==> config.mk <==
export PLATFORM = sky130hd
export DESIGN_NAME = coef_fetch_port
export DESIGN_NICKNAME = d
export VERILOG_FILES = /design/src/rtl/coef_fetch_pkg.sv /design/src/rtl/cfp_strobe_seq.sv /design/src/rtl/cfp_edge_sync.sv /design/src/rtl/cfp_pair_latch.sv /design/src/rtl/coef_fetch_port.sv
export SDC_FILE = /design/constraint.sdc
export NUM_CORES = 1
export LEC_CHECK = 0
export BUFFER_PORTS_ARGS = -buffer_cell sky130_fd_sc_hd__buf_4
export CELL_PAD_IN_SITES_DETAIL_PLACEMENT = 0
export CELL_PAD_IN_SITES_GLOBAL_PLACEMENT = 1
export CORE_MARGIN = 2
export CORE_UTILIZATION = 40
export DETAILED_ROUTE_END_ITERATION = 8
export PLACE_DENSITY_LB_ADDON = 0.1
export SKIP_CTS_REPAIR_TIMING = 1
export SYNTH_ARGS = -nofsm -noshare
export SYNTH_HDL_FRONTEND = slang
export SYNTH_SLANG_ARGS = --single-unit
==> constraint.sdc <==
create_clock -name clk -period 3.8 [get_ports clk]
set_input_delay 0.19 -clock clk [delete_from_list [all_inputs] [get_ports clk]]
set_output_delay 0.19 -clock clk [all_outputs]
set_load 0.03 [all_outputs]
==> src/rtl/coef_fetch_pkg.sv <==
package coef_fetch_pkg;
   typedef enum logic [2:0] {
      SQ_IDLE,
      SQ_A_LOW,
      SQ_A_HIGH,
      SQ_B_LOW,
      SQ_B_HIGH
   } seq_state_e;

   typedef struct packed {
      logic off_cap;
      logic gain_cap;
   } cap_req_t;
endpackage

==> src/rtl/cfp_strobe_seq.sv <==
module cfp_strobe_seq
   import coef_fetch_pkg::*;
#(
   parameter int LOW_1BUS  = 2,
   parameter int HIGH_1BUS = 3,
   parameter int LOW_2BUS  = 1,
   parameter int HIGH_2BUS = 2
) (
   input  logic clk,
   input  logic rst_n,
   input  logic go,
   input  logic run,
   input  logic single,
   output logic off_strb,
   output logic gain_strb,
   output logic off_rise,
   output logic off_fall,
   output logic gain_rise,
   output logic gain_fall
);
   localparam int MAXLEN = (LOW_1BUS > HIGH_1BUS ? LOW_1BUS : HIGH_1BUS) >
                           (LOW_2BUS > HIGH_2BUS ? LOW_2BUS : HIGH_2BUS) ?
                           (LOW_1BUS > HIGH_1BUS ? LOW_1BUS : HIGH_1BUS) :
                           (LOW_2BUS > HIGH_2BUS ? LOW_2BUS : HIGH_2BUS);
   localparam int CNTW = $clog2(MAXLEN + 1);
   localparam logic [CNTW-1:0] LO1 = CNTW'(LOW_1BUS - 1);
   localparam logic [CNTW-1:0] HI1 = CNTW'(HIGH_1BUS - 1);
   localparam logic [CNTW-1:0] LO2 = CNTW'(LOW_2BUS - 1);
   localparam logic [CNTW-1:0] HI2 = CNTW'(HIGH_2BUS - 1);

   if (LOW_1BUS < 1 || HIGH_1BUS < 1 || LOW_2BUS < 1 || HIGH_2BUS < 1) begin : g_chk
      $error("cfp_strobe_seq: strobe low/high times must be at least one clock");
   end

   seq_state_e       st_q;
   logic [CNTW-1:0]  cnt_q;
   logic             last;
   logic [CNTW-1:0]  lo_len, hi_len;

   assign last   = (cnt_q == '0);
   assign lo_len = single ? LO1 : LO2;
   assign hi_len = single ? HI1 : HI2;

   always_ff @(posedge clk or negedge rst_n) begin
      if (!rst_n) begin
         st_q  <= SQ_IDLE;
         cnt_q <= '0;
      end else if (!run) begin
         st_q  <= SQ_IDLE;
         cnt_q <= '0;
      end else begin
         unique case (st_q)
            SQ_IDLE: if (go) begin
               st_q  <= SQ_A_LOW;
               cnt_q <= lo_len;
            end
            SQ_A_LOW: if (last) begin
               st_q  <= SQ_A_HIGH;
               cnt_q <= hi_len;
            end else cnt_q <= cnt_q - 1'b1;
            SQ_A_HIGH: if (last) begin
               st_q  <= single ? SQ_B_LOW : SQ_IDLE;
               cnt_q <= single ? lo_len : '0;
            end else cnt_q <= cnt_q - 1'b1;
            SQ_B_LOW: if (last) begin
               st_q  <= SQ_B_HIGH;
               cnt_q <= hi_len;
            end else cnt_q <= cnt_q - 1'b1;
            SQ_B_HIGH: if (last) begin
               st_q  <= SQ_IDLE;
               cnt_q <= '0;
            end else cnt_q <= cnt_q - 1'b1;
            default: st_q <= SQ_IDLE;
         endcase
      end
   end

   assign off_strb  = (st_q == SQ_A_HIGH);
   assign gain_strb = single ? (st_q == SQ_B_HIGH) : (st_q == SQ_A_HIGH);
   assign off_rise  = run && (st_q == SQ_A_LOW)  && last;
   assign off_fall  = run && (st_q == SQ_A_HIGH) && last;
   assign gain_rise = single ? (run && (st_q == SQ_B_LOW)  && last) : off_rise;
   assign gain_fall = single ? (run && (st_q == SQ_B_HIGH) && last) : off_fall;

   AST_IDLE_LOW: assert property (@(posedge clk) disable iff (!rst_n)
      !run |=> (!off_strb && !gain_strb));
   AST_SINGLE_EXCL: assert property (@(posedge clk) disable iff (!rst_n)
      single |-> !(off_strb && gain_strb));
   AST_DUAL_LOCK: assert property (@(posedge clk) disable iff (!rst_n)
      !single |-> (off_strb == gain_strb));
endmodule

==> src/rtl/cfp_edge_sync.sv <==
module cfp_edge_sync #(
   parameter int STAGES = 2
) (
   input  logic clk,
   input  logic rst_n,
   input  logic raw,
   input  logic en,
   output logic rise,
   output logic fall
);
   if (STAGES < 2) begin : g_chk
      $error("cfp_edge_sync: at least two synchronizer stages required");
   end

   logic [STAGES-1:0] sync_q;
   logic              prev_q;

   always_ff @(posedge clk or negedge rst_n) begin
      if (!rst_n) begin
         sync_q <= '0;
         prev_q <= 1'b0;
      end else begin
         sync_q <= {sync_q[STAGES-2:0], raw};
         prev_q <= sync_q[STAGES-1];
      end
   end

   assign rise = en &&  sync_q[STAGES-1] && !prev_q;
   assign fall = en && !sync_q[STAGES-1] &&  prev_q;

   AST_RISE_SPACED: assert property (@(posedge clk) disable iff (!rst_n)
      rise |=> !rise);
endmodule

==> src/rtl/cfp_pair_latch.sv <==
module cfp_pair_latch #(
   parameter int W = 10
) (
   input  logic         clk,
   input  logic         rst_n,
   input  logic         clear,
   input  logic         cap_off,
   input  logic         cap_gain,
   input  logic [W-1:0] off_src,
   input  logic [W-1:0] gain_src,
   output logic [W-1:0] off_word,
   output logic [W-1:0] gain_word,
   output logic         pair_valid
);
   logic         have_off, have_gain;
   logic [W-1:0] off_hold, gain_hold;
   logic [W-1:0] off_nx, gain_nx;
   logic         done;

   assign off_nx  = cap_off  ? off_src  : off_hold;
   assign gain_nx = cap_gain ? gain_src : gain_hold;
   assign done    = (cap_off || cap_gain) && (have_off || cap_off) && (have_gain || cap_gain);

   always_ff @(posedge clk or negedge rst_n) begin
      if (!rst_n) begin
         have_off   <= 1'b0;
         have_gain  <= 1'b0;
         off_hold   <= '0;
         gain_hold  <= '0;
         off_word   <= '0;
         gain_word  <= '0;
         pair_valid <= 1'b0;
      end else if (clear) begin
         have_off   <= 1'b0;
         have_gain  <= 1'b0;
         pair_valid <= 1'b0;
      end else begin
         pair_valid <= done;
         off_hold   <= off_nx;
         gain_hold  <= gain_nx;
         if (done) begin
            off_word  <= off_nx;
            gain_word <= gain_nx;
            have_off  <= 1'b0;
            have_gain <= 1'b0;
         end else begin
            have_off  <= have_off  || cap_off;
            have_gain <= have_gain || cap_gain;
         end
      end
   end

   AST_VALID_ONE: assert property (@(posedge clk) disable iff (!rst_n)
      pair_valid |=> !pair_valid);
   AST_WORD_HOLD: assert property (@(posedge clk) disable iff (!rst_n)
      !pair_valid |-> ($stable(off_word) && $stable(gain_word)));
endmodule

==> src/rtl/coef_fetch_port.sv <==
module coef_fetch_port
   import coef_fetch_pkg::*;
#(
   parameter int COEF_W    = 10,
   parameter int LOW_1BUS  = 2,
   parameter int HIGH_1BUS = 3,
   parameter int LOW_2BUS  = 1,
   parameter int HIGH_2BUS = 2,
   parameter int SYNC_STG  = 2
) (
   input  logic              clk,
   input  logic              rst_n,
   input  logic              cfg_strobe_ext,
   input  logic              cfg_single_bus,
   input  logic              cfg_phase180,
   input  logic              scan_active,
   input  logic              pix_start,
   input  logic              corr_en,
   input  logic [COEF_W-1:0] coef_a,
   input  logic [COEF_W-1:0] coef_b,
   input  logic              ostrb_in,
   input  logic              gstrb_in,
   output logic              ostrb_out,
   output logic              gstrb_out,
   output logic              ostrb_oe,
   output logic              gstrb_oe,
   output logic [COEF_W-1:0] off_word,
   output logic [COEF_W-1:0] gain_word,
   output logic              pair_valid
);
   if (COEF_W < 1) begin : g_chk
      $error("coef_fetch_port: coefficient width must be positive");
   end

   logic     i_off_s, i_gain_s, i_or, i_of, i_gr, i_gf;
   logic     go, ext_en;
   logic [1:0] x_rise, x_fall, x_raw;
   cap_req_t req;

   assign go     = pix_start && corr_en && scan_active && !cfg_strobe_ext;
   assign ext_en = scan_active && cfg_strobe_ext;

   cfp_strobe_seq #(
      .LOW_1BUS(LOW_1BUS), .HIGH_1BUS(HIGH_1BUS),
      .LOW_2BUS(LOW_2BUS), .HIGH_2BUS(HIGH_2BUS)
   ) u_seq (
      .clk(clk), .rst_n(rst_n), .go(go),
      .run(scan_active && !cfg_strobe_ext), .single(cfg_single_bus),
      .off_strb(i_off_s), .gain_strb(i_gain_s),
      .off_rise(i_or), .off_fall(i_of), .gain_rise(i_gr), .gain_fall(i_gf)
   );

   assign x_raw = {gstrb_in, ostrb_in};

   for (genvar g = 0; g < 2; g++) begin : g_sync
      cfp_edge_sync #(.STAGES(SYNC_STG)) u_sync (
         .clk(clk), .rst_n(rst_n), .raw(x_raw[g]), .en(ext_en),
         .rise(x_rise[g]), .fall(x_fall[g])
      );
   end

   always_comb begin
      if (cfg_strobe_ext) begin
         req.off_cap  = cfg_phase180 ? x_fall[0] : x_rise[0];
         req.gain_cap = cfg_phase180 ? x_fall[1] : x_rise[1];
      end else begin
         req.off_cap  = cfg_phase180 ? i_of : i_or;
         req.gain_cap = cfg_phase180 ? i_gf : i_gr;
      end
   end

   cfp_pair_latch #(.W(COEF_W)) u_latch (
      .clk(clk), .rst_n(rst_n), .clear(!scan_active),
      .cap_off(req.off_cap), .cap_gain(req.gain_cap),
      .off_src(coef_a), .gain_src(cfg_single_bus ? coef_a : coef_b),
      .off_word(off_word), .gain_word(gain_word), .pair_valid(pair_valid)
   );

   assign ostrb_out = !cfg_strobe_ext && i_off_s;
   assign gstrb_out = !cfg_strobe_ext && i_gain_s;
   assign ostrb_oe  = !cfg_strobe_ext;
   assign gstrb_oe  = !cfg_strobe_ext;

   AST_EXT_QUIET: assert property (@(posedge clk) disable iff (!rst_n)
      (cfg_strobe_ext && $past(cfg_strobe_ext)) |-> (!ostrb_out && !gstrb_out && !ostrb_oe));
endmodule

# Yosys cells after proc, flatten, opt, wreduce, memory -nomap -nowiden
# Index checks and enable logic that the tools add are counted.
# W data, S select, Z words.
[totals]
inputBits = 30
regBits = 54
wordCells = 96
out_inout_bits = 25
[classes]
n_addsub = 1
n_eq_ne = 10
n_mux = 33
n_reduce_logical = 39
[op_table]
columns = ["op", "n"]
rows = [
  ["$mux W10", 3],
  ["$logic_and A1 B1 Y1", 25],
  ["$mux W2", 9],
  ["$mux W3", 6],
  ["$ne A3 B3 Y1 const B", 5],
  ["$pmux W3 S5", 1],
  ["$mux W1", 13],
  ["$pmux W2 S4", 1],
  ["$eq A3 B2 Y1 const B", 2],
  ["$logic_not A1 Y1", 5],
  ["$ne A5 B5 Y1 const B", 1],
  ["$reduce_and A5 Y1", 1],
  ["$reduce_and A2 Y1", 2],
  ["$eq A3 B1 Y1 const B", 1],
  ["$eq A3 B3 Y1 const B", 1],
  ["$logic_not A3 Y1", 1],
  ["$logic_or A1 B1 Y1", 3],
  ["$logic_not A2 Y1", 1],
  ["$reduce_or A2 Y1", 1],
  ["$sub A2 B1 Y2 const B", 1],
]

# Depth between registers and ports, before layout
# Gate-level depths: netlist of the first run.
[logic_depth]
depth_word = 12
ltp_mapped = 7

# Modules after synthesis
# A second synthesis of the first run with hierarchy kept.
[unflattened]
cells_unflattened = 205
area_unflattened_um2 = 2698.8
[by_module_without_submodules]
columns = ["mod", "area_per_inst_um2", "instances", "cells_each", "seq_area_each_um2"]
rows = [
  ["cfp_pair_latch", 1871.8, 1, 119, 1076.0],
  ["cfp_strobe_seq", 426.7, 1, 55, 125.1],
  ["coef_fetch_port", 215.2, 1, 21, 0.0],
  ["cfp_edge_sync", 92.6, 2, 5, 75.1],
]

# Worst setup path after synthesis of the first run
# OpenSTA, ideal clock, no wires.
[synth_timing]
path_type = "reg-to-reg"
start = "register u_seq.cnt_q[0]"
end = "register u_latch.off_word[0]"
setup_slack_ps = 1638
required_time_ps = 3675
period_less_slack_ps = 2162
path_stages_with_launch = 8
arrival_ps = 2037
path_cell_list = "dfrtp_1 > buf_2 > or2_1 > a2111oi_4 > o211ai_2 > a22oi_4 > buf_12 > mux2_4"
[synth_via]
elab_chain_cells = 9
elab_cells_between_ends = 17
cone_classes = "mux (6); reduce/logical (11)"
[synth_lines]
columns = ["item", "line_no", "source"]
rows = [
  ["start: declaration", "cfp_strobe_seq.sv:36", "logic [CNTW-1:0] cnt_q;"],
  ["start signal: assignment", "cfp_strobe_seq.sv:55", "cnt_q <= lo_len;"],
  ["start signal: assignment", "cfp_strobe_seq.sv:59", "cnt_q <= hi_len;"],
  ["start signal: assignment", "cfp_strobe_seq.sv:60", "end else cnt_q <= cnt_q - 1'b1;"],
  ["$logic_not A2 Y1 (*)", "cfp_strobe_seq.sv:40", "assign last = (cnt_q == '0);"],
  ["$logic_and A1 B1 Y1, on equally long branches", "--", ""],
  ["$mux W1, on equally long branches", "cfp_strobe_seq.sv:82, cfp_strobe_seq.sv:83", ""],
  ["$mux W1", "coef_fetch_port.sv:68", "req.gain_cap = cfg_phase180 ? i_gf : i_gr;"],
  ["$mux W2 (*)", "coef_fetch_port.sv:63", "if (cfg_strobe_ext) begin"],
  ["$logic_or A1 B1 Y1", "cfp_pair_latch.sv:22", "assign done = (cap_off || cap_gain) && (have_off || cap_off) && (have_gain || cap_gain);"],
  ["$logic_and A1 B1 Y1 (2 in series)", "cfp_pair_latch.sv:22", ""],
  ["$reduce_and A2 Y1 (no source line)", "--", ""],
  ["end signal: assignment", "cfp_pair_latch.sv:42", "off_word <= off_nx;"],
  ["end: declaration", "cfp_pair_latch.sv:11", "output logic [W-1:0] off_word,"],
]
# Mark *: on every way between the ends. The rest lies on a longest branch, timed or not.
# A chain may end at the register's enable or synchronous reset.

# Worst setup path in the final report of the first run
[layout_timing]
start = "register u_seq.st_q[1]"
end = "register u_latch.gain_word[7]"
[layout_via]
elab_chain_cells = 10
elab_cells_between_ends = 24
cone_classes = "eq/ne (4); mux (6); reduce/logical (14)"
[layout_lines]
columns = ["item", "line_no", "source"]
rows = [
  ["start: declaration", "cfp_strobe_seq.sv:35", "seq_state_e st_q;"],
  ["start signal: assignment", "cfp_strobe_seq.sv:62", "st_q <= single ? SQ_B_LOW : SQ_IDLE;"],
  ["$eq A3 B1 Y1, or another cell as far along", "cfp_strobe_seq.sv:80", "assign off_rise = run && (st_q == SQ_A_LOW) && last;"],
  ["$logic_and A1 B1 Y1, on equally long branches (2 in series)", "--", ""],
  ["$mux W1, on equally long branches", "cfp_strobe_seq.sv:82, cfp_strobe_seq.sv:83", ""],
  ["$mux W1", "coef_fetch_port.sv:68", ""],
  ["$mux W2 (*)", "coef_fetch_port.sv:63", ""],
  ["$logic_or A1 B1 Y1", "cfp_pair_latch.sv:22", ""],
  ["$logic_and A1 B1 Y1 (2 in series)", "cfp_pair_latch.sv:22", ""],
  ["$reduce_and A2 Y1 (no source line)", "--", ""],
  ["end signal: assignment", "cfp_pair_latch.sv:43", "gain_word <= gain_nx;"],
  ["end: declaration", "cfp_pair_latch.sv:12", "output logic [W-1:0] gain_word,"],
]
# Marks and branches as above.

==> out/qor.yml, run 1 <==
status: "completed"
syn_inst: 252
synth_edf_count: 0
synth_top_cell_area_share: 0.477
fmax_mhz: 308
cp-startpoint: "u_seq.st_q[1]$_DFFE_PN0P_"
synth.avg_cell_area_um2: 11.2
drt_iter0_drc: 162
multi_input_area_um2: 1340
critical_path.slowest_cell: "a2111oi_4"
irDropWorstVdd_mv: 0.342
hold_violations: 0
routedWlPerCell_um: 16.9
cap_violations: 0
num_rows: 30
synth_warnings: 0
p_leak_uw: 0.00152
cp.required_ns: 4.03
drc: 0
timing_worst_setup_path_type: "flop to flop"
slew_headroom: 0.486
place_congestion: 0.761
ioPinCount: 55
synth_area_um2: 2830
grt_pass1_wl_um: 10500
grtUsageMet1: 0.266
yosysMostFrequentCell: "dfrtp_1"
critical_path.cell_chain: "or3b_4, a2111oi_4, o21ai_2, a22oi_4, buf_4, a2bb2oi_1"
worst_slew_pin_slew_ns: 0.771
grt_use_met3: 0.0330
dieArea_um2: 7760
min_path_cells: 2
start_util: 0.414
vias: 2137
register_area_um2: 1350
cp_data_arrival_time_ns: 3.47
hp-class: "primary input to flop"
final_core_util: 0.495
nNetsFinal: 327
cts_tree: "yes"
grt_overflow: 0
fillers: 653
ctsRootBufferMaster: "clkbuf_8"
rsz0062_at_grt: "false"
synth_top_area_cell: "dfrtp_1"
reg2reg_from: "u_seq.st_q[1]$_DFFE_PN0P_"
setup_viol: 0
clock_path_buffers: 2
portBuffers: 54
ant_nets: 0
grt_pass1_vias: 1973
synth.area.top_cells: "dfrtp_1 (48%), o31ai_1 (5.3%), mux2_4 (4.8%), mux2_2 (4.4%), mux2i_1 (3.5%)"
worstSetupStartpointType: "flop"
setup_tns_ns: 0
drive_gt1_frac: 0.327
synth_ff_type: "dfrtp_1"
r2r_cells: 6
die_h_um: 88.1
die_x_um: 88.1
hold_start: "coef_a[1]"
vias_per_cell: 5.44
worstPathMaxFanout: 14
async_reset_ff_frac: 1.00
end_kind: "flop"
num_antenna_cells: 0
period_share: 0.854
drtPass1Iterations: 4
clock_skew_ns: 0.00465
clkTransAtPathRegs_ns: 0.10
grt_max_degree: 55
synth_seq_area_share: 0.477
antenna_found_initial: 0
h-tree-depth: 2
top_usage_layer: "met1"
synthesis.nets: 282
ys_ff_latch: 54
synthTopCellsByCount: "dfrtp_1 (54), nand3_1 (20), o31ai_1 (20)"
wl_um: 6640
clock_latency_ns: 0.31
clkSinkCount: 54
cts_buffers: 5
grtUsageTotal: 0.177
area_growth_pct: 19.4
drv_slew: 0
max_stage_delay_ns: 0.71
powerDensity_nw_per_um2: 518
synth_cell_types: 53
grt_util_met2: 0.256
place_hpwl_um: 4610
layout_min_cycle_time_ns: 3.24
core_area_um2: 6830
[cell families after synthesis]
group,Yosys count,synth area share
AO/OA/AOI/OAI,82,0.225
buffers and inverters,28,0.0504
AND/OR/NAND/NOR,57,0.117
multiplexers,30,0.127
XOR/XNOR,1,0.00310
flip-flops,54,0.477
[worst paths after layout]
kind	endpoint	slack (ns)
setup / recovery	u_latch.gain_word[7]$_DFFE_PN0P_	0.56
hold / removal	u_latch.off_hold[1]$_DFFE_PN0P_	0.13
setup reg to reg	u_latch.gain_word[7]$_DFFE_PN0P_	0.56
hold reg to reg	g_sync[1].u_sync.sync_q[1]$_DFF_PN0_	0.36
max in group asynchronous	u_latch.off_hold[3]$_DFFE_PN0P_	2.87
min in group asynchronous	u_seq.cnt_q[0]$_DFFE_PN0P_	0.46
[flip-flops by register name (all words and copies together), names as in the netlist]
| signal | cells |
|---|---|
| u_latch.gain_hold | 10 |
| u_latch.gain_word | 10 |
| u_latch.off_hold | 10 |
| u_latch.off_word | 10 |
| g_sync.u_sync.sync_q | 4 |
| u_seq.st_q | 3 |
| g_sync.u_sync.prev_q | 2 |
| u_seq.cnt_q | 2 |
| u_latch.have_gain | 1 |
| u_latch.have_off | 1 |
| u_latch.pair_valid | 1 |
[per-stage QoR]
step	worst slack, ns	cell area [um^2]	hold slack, ns	total power, uW	std cells
2_1_floorplan	1.64	2830	-0.106	1210	252
3_3_place_gp	0.651	3270	0.289	1430	383
3_5_place_dp	0.571	3270	0.286	1440	383
4_1_cts	0.547	3350	-0.0574	1770	390
5_1_grt	0.346	3380	0.117	1850	393
6_report	0.557	3380	0.132	1750	393
[report_power, final]
group | switching, uW | internal [uW] | total (uW)
registers | 89.5 | 725 | 815
logic | 321 | 290 | 611
clock network | 195 | 128 | 323
total | 605 | 1140 | 1750
[placed cells by master, fill, tap and decap left out, types with 2 or more instances in the layout]
cell | Yosys | routed
nand3b_1 | 5 | 5
o21a_1 | 11 | 11
mux2i_1 | 10 | 10
o31ai_1 | 20 | 20
or3_1 | 2 | 2
dfrtp_1 | 54 | 54
mux2_4 | 9 | 9
buf_4 | 1 | 59
nand3_1 | 20 | 20
dlygate4sd3_1 | 0 | 3
clkbuf_8 | 0 | 5
a32oi_1 | 2 | 2
or2_2 | 2 | 2
nand2b_1 | 2 | 2
nor3b_1 | 2 | 2
inv_1 | 4 | 4
nor2_1 | 7 | 7
a2bb2oi_1 | 9 | 9
o21ai_0 | 15 | 15
mux2_2 | 11 | 11
nand2_1 | 6 | 6
nor3_1 | 2 | 2
a21oi_1 | 8 | 8
[critical path, delay by kind of cell (launching register included)]
| kind | cells | cell delay [ns] |
|---|---|---|
| flops | 1 | 0.53 |
| compound gates | 4 | 1.87 |
| buf+inv | 1 | 0.29 |
| simple gates | 1 | 0.47 |
[per-layer routing]
layer  vias to the layer above  share of wire
li1                       1040              -
met1                      1048           0.49
met2                        43           0.46
met3                         6          0.037
met4                         0          0.010
met5                         -              0
[layout make-up]
| cell class | instances | share of cell area |
|---|---|---|
| timing repair buffer | 62 | 0.140 |
| tap | 96 | 0.0356 |
| sequential | 54 | 0.400 |
| clock buffer | 5 | 0.0204 |
| multi-input combinational | 170 | 0.396 |
| clock inverter | 2 | 0.00407 |
| inverter | 4 | 0.00444 |
Power figures use the tool's default switching activity.
==> run 2: changes to the inputs <==
- CAP_MARGIN: default -> 20
- REMOVE_ABC_BUFFERS: default -> 1
- SYNTH_HIERARCHICAL: default -> 1
==> run 2 against run 1 <==
- sequential power is 19% lower
- synthesized area is 4.6% lower
- worst hold slack worse by 0.0042 ns
- first-iteration DRC count is 71% lower
- combinational power is 66% lower
- clock power is 2% higher
- global-route usage is 2.7 points lower
- largest cell class unchanged
==> out/qor.yml, run 2 <==
status: "completed"
switching_share: 0.246
place_congestion: 0.738
nNetsFinal: 291
synthTopCellsByCount: "dfrtp_1 (54), mux2_2 (45), mux2_1 (20)"
area_growth_pct: 21.0
grt_pass1_wl_um: 8750
ant_nets: 0
wl_um: 5260
cts_tree: "yes"
instances_no_fill: 339
worst_slew_pin_slew_ns: 0.694
clkTransAtPathRegs_ns: 0.10
drc: 0
intPower_uw: 906
reg2reg_from: "u_seq/cnt_q[0]$_DFFE_PN0P_"
r2r_slack_ns: 0.94
timing_worst_setup_path_type: "flop to flop"
synth_warnings: 6
grtUsageTotal: 0.151
worstPathMaxFanout: 14
clock_skew_ns: 0.00877
end_kind: "flop"
rsz0062_at_grt: "false"
final_core_util: 0.508
num_rows: 29
worstSetupStartpointType: "flop"
synth_edf_count: 0
hold_violations: 0
portBuffers: 54
die_x_um: 86.1
yosysMostFrequentCell: "dfrtp_1"
async_reset_ff_frac: 1.00
synth_top_area_cell: "dfrtp_1"
fmax_mhz: 350
setup_viol: 0
antenna_found_initial: 0
num_antenna_cells: 0
path_depth: 8
routedWlPerCell_um: 15.5
max_stage_delay_ns: 0.48
dp.cells: 328
power_frac_clock: 0.275
p_leak_uw: 0.00157
combPwrFrac: 0.172
grt_overflow: 0
vias: 1768
core_area_um2: 6420
critical_path.slowest_cell: "mux4_2"
slew_headroom: 0.537
r2r-end: "u_latch/gain_hold[6]$_DFFE_PN0N_"
synth.area.top_cells: "dfrtp_1 (50%), mux2_2 (19%), mux2_1 (8.3%), mux2_4 (2.8%), buf_6 (1.7%)"
start_util: 0.420
synth_cell_types: 36
clock_latency_ns: 0.30
cp.required_ns: 3.99
final_common_cell: "buf_4"
ctsRootBufferMaster: "clkbuf_8"
critical_path.cell_chain: "nor2_2, nand2_2, or2_1, nor3_2, mux4_2, nor2b_1, buf_4, mux2_2"
cap_violations: 0
endpoint: "u_latch/gain_hold[6]$_DFFE_PN0N_"
layout_common_cells: "buf_4 (58), dfrtp_1 (54), mux2_2 (45), mux2_1 (20), nor2b_1 (7)"
synth.avg_cell_area_um2: 13.2
power_switching_uw: 295
syn_inst: 205
h-tree-depth: 2
grt_pass1_vias: 1823
drv_slew: 0
period_share: 0.752
ioPinCount: 55
die_h_um: 86.1
clkSinkCount: 54
holdWs_ns: 0.128
cp_data_arrival_time_ns: 3.05
synth_seq_area_share: 0.501
hp-class: "primary input to flop"
powerDensity_nw_per_um2: 368
timing.critical_path.buf_inv: 1
grt_max_degree: 55
drt_iter0_drc: 47
place_hpwl_um: 3550
p_seq_frac: 0.553
drtPass1Iterations: 4
crit_family: "simple AND/OR/NAND/NOR gates"
vias_per_cell: 5.22
synth_area_um2: 2700
r2r_cells: 8
clock_path_buffers: 2
synth_top_cell_area_share: 0.501
cts_buffers: 5
layout_min_cycle_time_ns: 2.86
synth_ff_type: "dfrtp_1"
drive_gt1_frac: 0.466
irDropWorstVdd_mv: 0.319
dieArea_um2: 7420
ys_ff_latch: 54
setup_tns_ns: 0
cp-startpoint: "u_seq/cnt_q[0]$_DFFE_PN0P_"
==> run 2: changes by cell type after synthesis, moves of 5 or more <==
cell       delta
o31ai_1      -20
nand3b_1      -5
o21a_1       -11
nand3_1      -20
mux2_1       +20
mux2i_1       -9
nor2b_1       +7
o21ai_0      -13
mux2_2       +34
a2bb2oi_1     -9
clkbuf_1     -12
==> run 2: cell type report <==
cell class | count | area, um^2
tap | 77 | 96.3
clock buffer | 6 | 82.6
inverter | 4 | 15.0
timing repair buffer | 61 | 465
fill | 581 | 3160
multi-input combinational | 135 | 1240
clock inverter | 2 | 12.5
sequential | 54 | 1350
==> run 2: layer usage <==
layer	GRT usage	up-vias	routed length (um)
met5	0	-	0
met1	0.206	869	2510
met2	0.246	43	2430
met3	0.0327	4	273
met4	0.0346	0	41
li1	-	852	-
==> run 2: logic make-up after synthesis <==
logic type,after synthesis,share of synthesized area
and+or+nand+nor,42,0.0913
DFF,54,0.501
muxes,73,0.319
buffers and inverters,16,0.0389
AOI/OAI and AO/OA,20,0.0496
==> run 2: worst min-delay path by stage <==
stage,startpoint,to,slack [ns],depth (start not counted)
3_3_place_gp,rst_n,u_seq/cnt_q[0]$_DFFE_PN0P_,0.28,1
3_5_place_dp,rst_n,u_seq/cnt_q[0]$_DFFE_PN0P_,0.29,1
4_1_cts,rst_n,u_latch/gain_hold[3]$_DFFE_PN0N_,-0.05,1
2_1_floorplan,rst_n,g_sync[0].u_sync/prev_q$_DFF_PN0_,-0.11,0
5_1_grt,coef_a[2],u_latch/off_hold[2]$_DFFE_PN0N_,0.12,2
6_report,coef_a[2],u_latch/off_hold[2]$_DFFE_PN0N_,0.13,2
==> run 2: power by group through the flow <==
stage | Combinational, uW | Sequential, uW | Clock (uW)
final | 207 | 664 | 331
after global routing | 230 | 675 | 368
after CTS | 209 | 664 | 345
after detailed placement | 208 | 676 | 0
after global placement | 205 | 674 | 0
after floorplan | 124 | 680 | 0
==> run 2: worst reg2reg max path: cells and delay by family, from the launching register on <==
family / cells / cell delay (ns)
flip-flops: 1 / 0.45
buffers and inverters: 1 / 0.23
AND/OR/NAND/NOR: 5 / 1.26
multiplexers: 2 / 0.82
==> run 2: per-stage QoR <==
| stage | cell area, um^2 | worst slack (ns) | total power (uW) |
|---|---|---|---|
| floorplan | 2610 | 0.906 | 804 |
| finish | 3270 | 0.943 | 1200 |
| detailed placement | 3140 | 0.927 | 884 |
| CTS | 3240 | 0.923 | 1220 |
| global route | 3270 | 0.764 | 1270 |
| global placement | 3140 | 1.02 | 880 |
==> run 3: changes to the inputs <==
- clock period: 3.8 -> 2.4 ns (I/O delays scaled with it)
==> run 3 against run 2 <==
- sequential power is 58% higher
- utilization up 4.5 points
- final cell count increased by 6.8%
- clock power is 79% higher
- die area unchanged
- non-clock buffer count increased by 23
- register-to-register slack got worse by 0.84 ns
- worst setup slack worse by 0.84 ns
- largest cell class unchanged
- highest routed layer unchanged
==> out/qor.yml, run 3 (synthesis results as in run 2) <==
clock_latency_ns: 0.30
path_depth: 9
worst_slew_pin_slew_ns: 0.666
end_kind: "flop"
die_h_um: 86.1
antenna_found_initial: 0
grtUsageMet1: 0.207
h-tree-depth: 2
grt_max_degree: 55
grtUsageTotal: 0.154
ant_nets: 0
clkTransAtPathRegs_ns: 0.09
period_share: 0.959
fmax_mhz: 435
p_leak_uw: 0.00171
r2r_cells: 9
reg2reg_from: "u_seq/st_q[1]$_DFFE_PN0P_"
vias: 1871
core_area_um2: 6420
cp_data_arrival_time_ns: 2.49
grt_use_met3: 0.0404
nNetsFinal: 314
irDropWorstVdd_mv: 0.381
endpoint: "u_latch/gain_word[2]$_DFFE_PN0P_"
place_hpwl_um: 3840
layout_common_cells: "buf_4 (74), dfrtp_1 (54), mux2_2 (45), mux2_1 (19)"
routedWlPerCell_um: 15.3
rsz0062_at_grt: "true"
start_util: 0.420
status: "completed"
final_common_cell: "buf_4"
powerDensity_nw_per_um2: 559
setup_viol: 0
timing.critical_path.buf_inv: 2
max_stage_delay_ns: 0.54
worstSetupStartpointType: "flop"
clkSinkCount: 54
fillers: 588
ctsRootBufferMaster: "clkbuf_8"
cp.required_ns: 2.59
num_antenna_cells: 0
die_x_um: 86.1
r2r-end: "u_latch/gain_word[2]$_DFFE_PN0P_"
drive_gt1_frac: 0.530
dp_worst_setup_slack_ns: 0.0763
grt_util_met2: 0.247
slew_headroom: 0.556
cts_buffers: 5
timing_worst_setup_path_type: "flop to flop"
grt_pass1_vias: 1848
critical_path.slowest_cell: "mux4_2"
crit_family: "multiplexers"
drc: 0
drtPass1Iterations: 4
critical_path.cell_chain: "and2b_2, a21oi_2, nor3_1, mux4_2, o21ai_2, a21oi_4, buf_12, clkbuf_16, mux2_1"
layout_min_cycle_time_ns: 2.30
cp-startpoint: "u_seq/st_q[1]$_DFFE_PN0P_"
place_congestion: 0.733
cts_tree: "yes"
vias_per_cell: 5.17
hold_violations: 0
num_rows: 29
fin_ws_ns: 0.0993
r2r_slack_ns: 0.1
dieArea_um2: 7420
wl_um: 5530
ioPinCount: 55
stdcell_area_um2: 3550
hp-class: "primary input to flop"
cap_violations: 0
grt_overflow: 0
clock_path_buffers: 2
drv_slew: 0
worstPathMaxFanout: 6
placed_area_um2: 3260
portBuffers: 54
area_growth_pct: 31.6
top_usage_layer: "met2"
drt_iter0_drc: 82
clock_skew_ns: 0.00618
grt_pass1_wl_um: 8850
[run 3: area by class of cell]
class | count | area, um^2 | share of cell area
inverters | 4 | 15.0 | 0.00423
repair buffers | 84 | 709 | 0.200
flip-flops and latches | 54 | 1350 | 0.380
clock buffers | 6 | 72.6 | 0.0204
well taps | 77 | 96.3 | 0.0271
clock inverters | 2 | 37.5 | 0.0106
multi-input cells | 135 | 1270 | 0.358
[run 3: worst min-delay path by stage]
stage                     startpoint                           endpoint  cells past startpoint  slack, ns
after floorplan                rst_n  g_sync[0].u_sync/prev_q$_DFF_PN0_                      0      -0.18
after global placement         rst_n         u_seq/cnt_q[0]$_DFFE_PN0P_                      1       0.22
after detailed placement       rst_n    u_latch/off_word[5]$_DFFE_PN0P_                      1       0.21
after CTS                      rst_n    u_latch/off_word[7]$_DFFE_PN0P_                      1      -0.12
after global routing       coef_a[9]    u_latch/off_hold[9]$_DFFE_PN0N_                      2       0.05
final                      coef_a[9]    u_latch/off_hold[9]$_DFFE_PN0N_                      2       0.06
[run 3: where the power goes]
part	switching (uW)	leakage [uW]	internal, uW
Clock	282	0.0000514	311
Combinational	135	0.000946	207
Sequential	43.6	0.000715	1010
Total	460	0.00171	1520
[run 3: routing by layer]
metal  vias up  part of all wire  wire length (um)
li1        891                 -                 -
met1       937              0.48              2660
met2        39              0.47              2620
met3         4             0.039               214
met4         0            0.0065                36
met5         -                 0                 0
[run 3: worst reg2reg max path, cell delays in order, from the launching register on]
cell	delay [ns]
dfrtp_1	0.41
and2b_2	0.25
a21oi_2	0.14
nor3_1	0.05
mux4_2	0.54
o21ai_2	0.12
a21oi_4	0.08
buf_12	0.14
clkbuf_16	0.15
mux2_1	0.31
[run 3: metrics by stage]
stage / hold slack [ns] / std cells / util / TNS (ns) / total power, uW
6_report: 0.0638 / 362 / 0.553 / 0 / 1980
5_1_grt: 0.0464 / 362 / 0.553 / -0.0980 / 2100
4_1_cts: -0.121 / 350 / 0.524 / 0 / 2010
3_5_place_dp: 0.210 / 342 / 0.507 / 0 / 1410
3_3_place_gp: 0.219 / 342 / 0.507 / 0 / 1400
2_1_floorplan: -0.176 / 193 / - / -12.28 / 1270
